<file path="config.mk">
export PLATFORM = sky130hd
export DESIGN_NAME = i2c_gc_target
export DESIGN_NICKNAME = d
export VERILOG_FILES = /design/src/rtl/i2c_gc_pkg.sv /design/src/rtl/i2c_gc_sync.sv /design/src/rtl/i2c_gc_regs.sv /design/src/rtl/i2c_gc_target.sv
export SDC_FILE = /design/constraint.sdc
export NUM_CORES = 1
export LEC_CHECK = 0
export BUFFER_PORTS_ARGS = -buffer_cell sky130_fd_sc_hd__buf_2
export CAP_MARGIN = 10
export CORE_MARGIN = 2
export CORE_UTILIZATION = 29
export DETAILED_ROUTE_END_ITERATION = 8
export PLACE_DENSITY = 0.39
export SLEW_MARGIN = 20
export SYNTH_ARGS = -nofsm -noshare
export SYNTH_HDL_FRONTEND = slang
export SYNTH_HIERARCHICAL = 1
export SYNTH_SLANG_ARGS = --single-unit
</file>
<file path="constraint.sdc">
create_clock -name clk_i -period 4.5 [get_ports clk_i]
set_clock_uncertainty 0.05 [all_clocks]
set_input_delay 0.45 -clock clk_i [delete_from_list [all_inputs] [get_ports clk_i]]
set_output_delay 0.45 -clock clk_i [all_outputs]
set_load 0.1 [all_outputs]
</file>
<file path="src/rtl/i2c_gc_pkg.sv">
package i2c_gc_pkg;
  typedef enum logic [2:0] {ST_IDLE, ST_RX, ST_ACK, ST_TX, ST_MACK} st_e;
  typedef enum logic [1:0] {K_ADDR, K_PTR, K_WDATA, K_GC} kind_e;
  localparam logic [7:0] GC_ADDR_BYTE = 8'h00;
  localparam logic [7:0] GC_RESET_CMD = 8'h06;
endpackage

</file>
<file path="src/rtl/i2c_gc_sync.sv">
module i2c_gc_sync #(
  parameter int STAGES = 2
) (
  input  logic clk_i,
  input  logic rst_ni,
  input  logic scl_i,
  input  logic sda_i,
  output logic scl_o,
  output logic sda_o,
  output logic scl_rise_o,
  output logic scl_fall_o,
  output logic start_o,
  output logic stop_o
);
  logic [STAGES-1:0] scl_ff, sda_ff;
  logic scl_q, sda_q;

  always_ff @(posedge clk_i or negedge rst_ni) begin
    if (!rst_ni) begin
      scl_ff <= '1;
      sda_ff <= '1;
      scl_q  <= 1'b1;
      sda_q  <= 1'b1;
    end else begin
      scl_ff <= {scl_ff[STAGES-2:0], scl_i};
      sda_ff <= {sda_ff[STAGES-2:0], sda_i};
      scl_q  <= scl_ff[STAGES-1];
      sda_q  <= sda_ff[STAGES-1];
    end
  end

  assign scl_o      = scl_ff[STAGES-1];
  assign sda_o      = sda_ff[STAGES-1];
  assign scl_rise_o = scl_o & ~scl_q;
  assign scl_fall_o = ~scl_o & scl_q;
  // conditions need SCL high on both samples
  assign start_o    = scl_o & scl_q & sda_q & ~sda_o;
  assign stop_o     = scl_o & scl_q & ~sda_q & sda_o;
endmodule

</file>
<file path="src/rtl/i2c_gc_regs.sv">
module i2c_gc_regs #(
  parameter int NUM_REGS = 8,
  parameter int AW       = 3
) (
  input  logic          clk_i,
  input  logic          rst_ni,
  input  logic          clr_i,
  input  logic          we_i,
  input  logic [AW-1:0] waddr_i,
  input  logic [7:0]    wdata_i,
  input  logic [AW-1:0] raddr_i,
  output logic [7:0]    rdata_o
);
  logic [7:0] mem [NUM_REGS];

  for (genvar g = 0; g < NUM_REGS; g++) begin : g_reg
    always_ff @(posedge clk_i or negedge rst_ni) begin
      if (!rst_ni)                                   mem[g] <= '0;
      else if (clr_i)                                mem[g] <= '0;
      else if (we_i && waddr_i == AW'(g))            mem[g] <= wdata_i;
    end
  end

  assign rdata_o = mem[raddr_i];
endmodule

</file>
<file path="src/rtl/i2c_gc_target.sv">
module i2c_gc_target
  import i2c_gc_pkg::*;
#(
  parameter logic [6:0] ADDR_BASE   = 7'h48,
  parameter int         NUM_REGS    = 8,
  parameter int         SYNC_STAGES = 2
) (
  input  logic clk_i,
  input  logic rst_ni,
  input  logic addr_sel_i,
  input  logic scl_i,
  input  logic sda_i,
  output logic sda_oe_o,
  output logic gc_reset_o
);
  localparam int PW = (NUM_REGS > 1) ? $clog2(NUM_REGS) : 1;

  logic scl_s, sda_s, scl_rise, scl_fall, start_det, stop_det;
  st_e   state;
  kind_e kind;
  logic [7:0]    shreg, txreg, rdata;
  logic [2:0]    bitcnt;
  logic          rx_full, is_read, gc_hit, mack_nack, sda_oe_q, gc_pulse_q;
  logic [PW-1:0] ptr, ptr_nxt;
  logic [6:0]    my_addr;
  logic          we;

  i2c_gc_sync #(.STAGES(SYNC_STAGES)) u_sync (
    .clk_i, .rst_ni, .scl_i, .sda_i,
    .scl_o(scl_s), .sda_o(sda_s), .scl_rise_o(scl_rise), .scl_fall_o(scl_fall),
    .start_o(start_det), .stop_o(stop_det)
  );

  assign my_addr = {ADDR_BASE[6:1], addr_sel_i};
  assign ptr_nxt = (ptr == PW'(NUM_REGS - 1)) ? '0 : ptr + 1'b1;
  assign we      = (state == ST_RX) && scl_fall && rx_full && (kind == K_WDATA) && !start_det && !stop_det;

  i2c_gc_regs #(.NUM_REGS(NUM_REGS), .AW(PW)) u_regs (
    .clk_i, .rst_ni, .clr_i(gc_pulse_q), .we_i(we), .waddr_i(ptr),
    .wdata_i(shreg), .raddr_i(ptr), .rdata_o(rdata)
  );

  always_ff @(posedge clk_i or negedge rst_ni) begin
    if (!rst_ni) begin
      state <= ST_IDLE; kind <= K_ADDR; shreg <= '0; txreg <= '0; bitcnt <= '0;
      rx_full <= 1'b0; is_read <= 1'b0; gc_hit <= 1'b0; mack_nack <= 1'b0;
      sda_oe_q <= 1'b0; gc_pulse_q <= 1'b0; ptr <= '0;
    end else begin
      gc_pulse_q <= 1'b0;
      if (start_det) begin
        state <= ST_RX; kind <= K_ADDR; bitcnt <= '0; rx_full <= 1'b0;
        sda_oe_q <= 1'b0; is_read <= 1'b0; gc_hit <= 1'b0;
      end else if (stop_det) begin
        state <= ST_IDLE; sda_oe_q <= 1'b0;
      end else begin
        unique case (state)
          ST_RX: begin
            if (scl_rise && !rx_full) begin
              shreg  <= {shreg[6:0], sda_s};
              bitcnt <= bitcnt + 3'd1;
              if (bitcnt == 3'd7) rx_full <= 1'b1;
            end else if (scl_fall && rx_full) begin
              rx_full <= 1'b0;
              bitcnt  <= '0;
              state   <= ST_ACK;
              sda_oe_q <= 1'b1;
              unique case (kind)
                K_ADDR: begin
                  if (shreg[7:1] == my_addr) begin
                    is_read <= shreg[0];
                    kind    <= K_PTR;
                  end else if (shreg == GC_ADDR_BYTE) begin
                    kind <= K_GC;
                  end else begin
                    state    <= ST_IDLE;
                    sda_oe_q <= 1'b0;
                  end
                end
                K_PTR: begin
                  ptr  <= shreg[PW-1:0];
                  kind <= K_WDATA;
                end
                K_WDATA: ptr <= ptr_nxt;
                default: gc_hit <= (shreg == GC_RESET_CMD);
              endcase
            end
          end
          ST_ACK: begin
            if (scl_rise && gc_hit) begin
              gc_pulse_q <= 1'b1;
              gc_hit     <= 1'b0;
            end else if (scl_fall) begin
              if (is_read) begin
                txreg <= rdata; sda_oe_q <= ~rdata[7]; ptr <= ptr_nxt;
                bitcnt <= '0; state <= ST_TX;
              end else begin
                state <= ST_RX; sda_oe_q <= 1'b0;
              end
            end
          end
          ST_TX: begin
            if (scl_fall) begin
              if (bitcnt == 3'd7) begin
                state <= ST_MACK; sda_oe_q <= 1'b0; bitcnt <= '0;
              end else begin
                txreg    <= {txreg[6:0], 1'b0};
                sda_oe_q <= ~txreg[6];
                bitcnt   <= bitcnt + 3'd1;
              end
            end
          end
          ST_MACK: begin
            if (scl_rise) mack_nack <= sda_s;
            else if (scl_fall) begin
              if (mack_nack) state <= ST_IDLE;
              else begin
                txreg <= rdata; sda_oe_q <= ~rdata[7]; ptr <= ptr_nxt;
                bitcnt <= '0; state <= ST_TX;
              end
            end
          end
          default: ;
        endcase
      end
    end
  end

  assign sda_oe_o   = sda_oe_q;
  assign gc_reset_o = gc_pulse_q;
endmodule

</file>
# Yosys cells after proc, flatten, opt, wreduce, memory -nomap -nowiden
# Index checks and enable logic that the tools add are counted.
op_classes:
  n_addsub: 2
  order_cmp: 1
  n_eq_ne: 52
  muxes: 116
  bitwise: 16
  reduce_logical: 53
ops:
  columns: ["cell", "n"]
  rows:
  - ["8-bit 2-to-1 mux", 18]
  - ["3-bit 2-to-1 mux", 31]
  - ["7-bit 2-to-1 mux", 8]
  - ["1-bit 2-to-1 mux", 38]
  - ["4-bit inequality test, second input constant", 9]
  - ["3-bit inequality test, second input constant", 10]
  - ["8-bit binary-select mux with 3-bit select", 1]
  - ["2-bit 2-to-1 mux", 12]
  - ["3-bit case mux with 4 select lines", 2]
  - ["2-bit nonzero test", 12]
  - ["2-bit inequality test, second input constant", 11]
  - ["7-bit case mux with 3 select lines", 1]
  - ["3-bit == test, second input constant", 6]
  - ["6-bit AND reduction", 3]
  - ["9-bit AND reduction", 2]
  - ["1-bit logical AND", 16]
  - ["3-bit nonzero test", 5]
  - ["3-bit by 2-bit == test with 1-bit output, second input constant", 4]
  - ["12-bit AND reduction", 1]
  - ["4-bit AND reduction", 3]
  - ["11-bit AND reduction", 1]
  - ["10-bit AND reduction", 1]
  - ["3-bit case mux with 3 select lines", 1]
  - ["8-bit by 3-bit == test with 1-bit output, second input constant", 1]
  - ["other kinds (25)", 43]
word_totals:
  reg_bits: 102
  in_bits: 5
  out_inout_bits: 2
  wordCells: 264

# Logic depth before layout (Yosys ltp)
depth:
  ltp_word: 11
  depth_mapped: 8
  mapped_depth_nobuf: 7

# Cells and area by module
# Netlist, hierarchy kept.
by_module_without_submodules:
  columns: ["module", "instances", "cells_per_inst", "area_per_inst_um2", "seq_area_each_um2"]
  rows:
  - ["i2c_gc_regs", 1, 301, 3219.3, 1601.5]
  - ["i2c_gc_target", 1, 201, 1935.6, 800.8]
  - ["i2c_gc_sync", 1, 10, 190.2, 157.7]

# Worst setup path after synthesis
# OpenSTA, ideal clock, no wires.
synth_path:
  kind: "reg-to-reg"
  start: "register u_sync.sda_ff[1]"
  end: "register u_regs/mem[40] in the netlist's numbering"
  setup_ps: 132
  t_arrival_ps: 2339
  required_time_ps: 4318
  setup_slack_ps: 1979
  stages_incl_launch_ff: 9
  path_buffers: 2
  period_less_slack_ps: 2521
  path_cell_list: "dfstp_2 and4b_1 or2_2 nor4_1 buf_2 nor4bb_1 buf_2 mux2i_1 nor2_1"
synth_between:
  elab_chain_len: 7
  elab_cells_between_ends: 9
  classes_between: "bitwise: 3; reduce/logical: 6"
synth_lines:
  columns: ["item", "line_no", "text"]
  rows:
  - ["start: declaration", "i2c_gc_sync.sv:15", "logic [STAGES-1:0] scl_ff, sda_ff;"]
  - ["start signal: assignment", "i2c_gc_sync.sv:26", "sda_ff <= {sda_ff[STAGES-2:0], sda_i};"]
  - ["1-bit NOT", "i2c_gc_sync.sv:37", "assign start_o = scl_o & scl_q & sda_q & ~sda_o;"]
  - ["1-bit bitwise AND", "i2c_gc_sync.sv:37", null]
  - ["via start_det", "i2c_gc_target.sv:18", "logic scl_s, sda_s, scl_rise, scl_fall, start_det, stop_det;"]
  - ["1-bit zero test", "i2c_gc_target.sv:36", "assign we = (state == ST_RX) && scl_fall && rx_full && (kind == K_WDATA) && !start_det && !stop_det;"]
  - ["1-bit logical AND (2 in series)", "i2c_gc_target.sv:36", null]
  - ["via we", "i2c_gc_target.sv:26", "logic we;"]
  - ["1-bit logical AND", "i2c_gc_regs.sv:20", "else if (we_i && waddr_i == AW'(g)) mem[g] <= wdata_i;"]
  - ["2-bit nonzero test (no line)", null, null]
  - ["end signal: indexed assignment", "i2c_gc_regs.sv:20", null]
  - ["end: declaration", "i2c_gc_regs.sv:14", "logic [7:0] mem [NUM_REGS];"]
# The timed path passes the listed nets, and every way through them passes these cells.
# A chain may end at the register's enable or synchronous reset.

# Worst setup path in the final report
layout_path:
  start: "register u_sync.sda_ff[1]"
  end: "register u_regs/mem[43] in the netlist's numbering"
# The elaborated chain is that of the path after synthesis.

==> reports/results.tsv <==
stage	metric	value	unit
outcome	outcome	complete, no violations	
cts	clkTransAtPathRegs	0.07	ns
timing	worst_pin_slew	0.9831	ns
routing	vias	3754	
cts	cts_resized	0	
layout	drive_gt1_frac	0.1434	
synth	netlist_top_cells_area	dfrtp_1 45%, mux4_1 7.4%, nand2_1 7.1%	
routing	wire_per_inst	19.30	µm
synth	yosysSeqAreaShare	0.4789	
timing	holdWs	0.1409	ns
cts	clock_sinks	102	
synth	synth.distinct_cells	54	
synth	syn_nets	521	
timing	setup_violations	0	
die	die_w	139.8	µm
cts	cts_tree	done	
synth	avgSynthCellArea	10.44	µm²
synth	synthArstFlopShare	1.000	
worst_setup_path	required	4.66	ns
timing	layout_min_cycle_time	2.962	ns
power_and_ir_drop	ir_drop	196.4	µV
worst_setup_path	critPathLaunchType	flip-flop	
synth	syn_area	5345	µm²
global_route	antenna_found_initial	0	
global_route	grt_max_degree	75	
routing	dr.pass1.iters	5	
synth	yosysTopAreaCellShare	0.4494	
routing	routed_wl	14110	µm
worst_setup_path	end_kind	flip-flop	
die	die_y	139.8	µm
synth	synth-seq-cells	102	
timing	tns	0	ns
synth	netlist_instances	512	
cts	ctsHoldBuffers	0	
timing	max_freq	0.3376	GHz
cts	clock_latency	0.35	ns
placement	dp_hpwl	8986	µm
worst_setup_path	worst-path-max-fanout	13	
routing	drc	0	
synth	synth_area_leader_cell	dfrtp_1	
min_path	hold_class	input pin to flip-flop	
synth	synth_flop_cell	dfrtp_1	
min_path	hold_depth	1	
timing	rsz0062_at_grt	no	
power_and_ir_drop	leakagePower	0.002551	µW
run	cap_viol_max_count	0	
placement	gp_congestion	0.8294	
synth	yosysMostFrequentCell	nand2_1	
die	initial_core_util	0.2965	
timing	period_share	0.6582	
routing	drt_iter0_markers	185	
layout	area_growth	10.39	%
timing	slew_headroom	0.3440	
cts	clockRootBuffer	clkbuf_16	
worst_setup_path	ff2ff_path_depth	8	
worst_setup_path	cp.arrival	3.12	ns
layout	fin_nets	506	
power_and_ir_drop	p_per_area	472.7	nW/µm²
timing	finalMaxSlewViolations	0	
routing	antenna_left	0	
synth	synth_commonest_cells	101 x nand2_1, 96 x dfrtp_1, 49 x a21oi_1, 37 x mux2i_1, 37 x nor2_1	
layout	diodes	0	
global_route	gr-usage-all-layers	0.1505	
global_route	grt_pass1_wl	22490	µm
routing	post_drt_via_cell_ratio	5.135	
layout	nFillCells	1871	
global_route	grt_pass1_vias	3700	
die	core	18020	µm²
layout	final_util	0.3274	
cts	post-cts-setup-buffers	0	
cts	numCtsBuffers	9	
synth	synth_edf_count	0	
cts	cts_max_path_buffers	2	
die	dieArea	19530	µm²
cts	htreeDepth	3	
global_route	overflow	0	
synth	ys.warnings.count	6	
worst_setup_path	path_class	flip-flop to flip-flop	
die	num_rows	49	
die	ios	7	
placement	io_buffer_count	6	
timing	hold_viol	0	
[per-layer routing]
layer / up-vias / GRT usage / part of all wire
met5: - / 0 / 0
met3: 13 / 0.02787 / 0.030
met1: 1907 / 0.2137 / 0.49
li1: 1776 / - / -
met2: 58 / 0.2357 / 0.47
met4: 0 / 0.04316 / 0.011
[through the flow]
step / std cells / setup slack, ns / total power (µW) / area, µm²
floorplan: 512 / 1.979 / 1718 / 5345
global placement: 715 / 1.616 / 1906 / 5553
detailed placement: 715 / 1.563 / 1905 / 5553
CTS: 731 / 1.541 / 2830 / 5901
global route: 731 / 1.335 / 2950 / 5901
finish: 731 / 1.538 / 2789 / 5901
[critical path, cell delays in order, from the launching register on]
cell      delay [ns]
dfstp_2         0.56
and4b_1         0.37
or2_2           0.41
nor4_1          0.28
buf_4           0.24
nor4bb_2        0.37
buf_4           0.27
mux2i_1         0.21
nor2_1          0.06
[path summary, 6_finish.rpt]
check,from,endpoint,slack (ns)
setup / recovery,u_sync/sda_ff[1]$_DFF_PN1_,u_regs/mem[43]$_DFFE_PN0P_,1.54
hold / removal,scl_i,u_sync/scl_ff[0]$_DFF_PN1_,0.14
setup reg to reg,u_sync/sda_ff[1]$_DFF_PN1_,u_regs/mem[43]$_DFFE_PN0P_,1.54
hold reg to reg,u_sync/scl_ff[0]$_DFF_PN1_,u_sync/scl_ff[1]$_DFF_PN1_,0.31
max in group asynchronous,rst_ni,u_regs/mem[35]$_DFFE_PN0P_,3.25
min in group asynchronous,rst_ni,u_regs/mem[56]$_DFFE_PN0P_,0.19
[report_power, final]
group / internal [µW] / total, µW / leakage (µW) / switching (µW)
Combinational: 321 / 712 / 0.00100 / 392
Clock: 546 / 908 / 0.000162 / 362
Sequential: 976 / 1170 / 0.00139 / 193
[state kept, by name, summed over array words and instances (netlist names)]
register	flops
kind	2
u_sync/sda_ff	2
mack_nack	1
u_sync/scl_ff	2
u_regs/mem	64
rx_full	1
shreg	8
is_read	1
u_sync/scl_q	1
sda_oe_o	1
gc_reset_o	1
gc_hit	1
bitcnt	3
u_sync/sda_q	1
state	3
txreg	7
ptr	3
[layout make-up]
| cell class | instances | area, µm² | share of cell area |
|---|---|---|---|
| clock buffers | 9 | 225.2 | 0.03817 |
| clock inverters | 7 | 122.6 | 0.02078 |
| inverters | 8 | 30.03 | 0.005089 |
| multi-input cells | 362 | 2582 | 0.4377 |
| flip-flops and latches | 102 | 2561 | 0.4341 |
| well taps | 229 | 286.5 | 0.04856 |
| repair buffers | 14 | 92.59 | 0.01569 |
[cell usage in the layout (no fill, tap or decap), types with 2 or more instances in the layout]
| cell type | count |
|---|---|
| or3_1 | 3 |
| dfrtp_1 | 95 |
| o21ai_0 | 15 |
| or3b_1 | 2 |
| nor2_1 | 37 |
| inv_1 | 8 |
| nand2b_1 | 5 |
| bufinv_16 | 3 |
| nand4b_1 | 3 |
| nand3_1 | 5 |
| nor4bb_2 | 3 |
| mux2_2 | 24 |
| ha_1 | 4 |
| clkbuf_16 | 9 |
| nor3_1 | 8 |
| clkinv_4 | 2 |
| nor4_1 | 2 |
| nand3b_1 | 5 |
| and2_1 | 3 |
| buf_4 | 9 |
| mux4_1 | 15 |
| a21oi_1 | 49 |
| clkinvlp_4 | 2 |
| o2111ai_1 | 2 |
| o21bai_1 | 2 |
| mux2i_1 | 37 |
| nor2b_1 | 7 |
| buf_2 | 5 |
| nand2_1 | 101 |
| dfstp_2 | 6 |
| and4b_1 | 5 |
| nand4_1 | 2 |
[cells by family (layout without fill, tap and decap cells)]
logic type	count (synthesis)	in the layout	synth area share
AOI/OAI and AO/OA	78	78	0.08591
xor gates and xnor gates	2	2	0.003278
adders and majority gates	4	4	0.009364
buffers and inverters	48	38	0.04143
DFF	102	102	0.4789
muxes	78	78	0.1999
and+or+nand+nor	200	200	0.1812
Note: power is estimated with default switching activity, not from simulation.
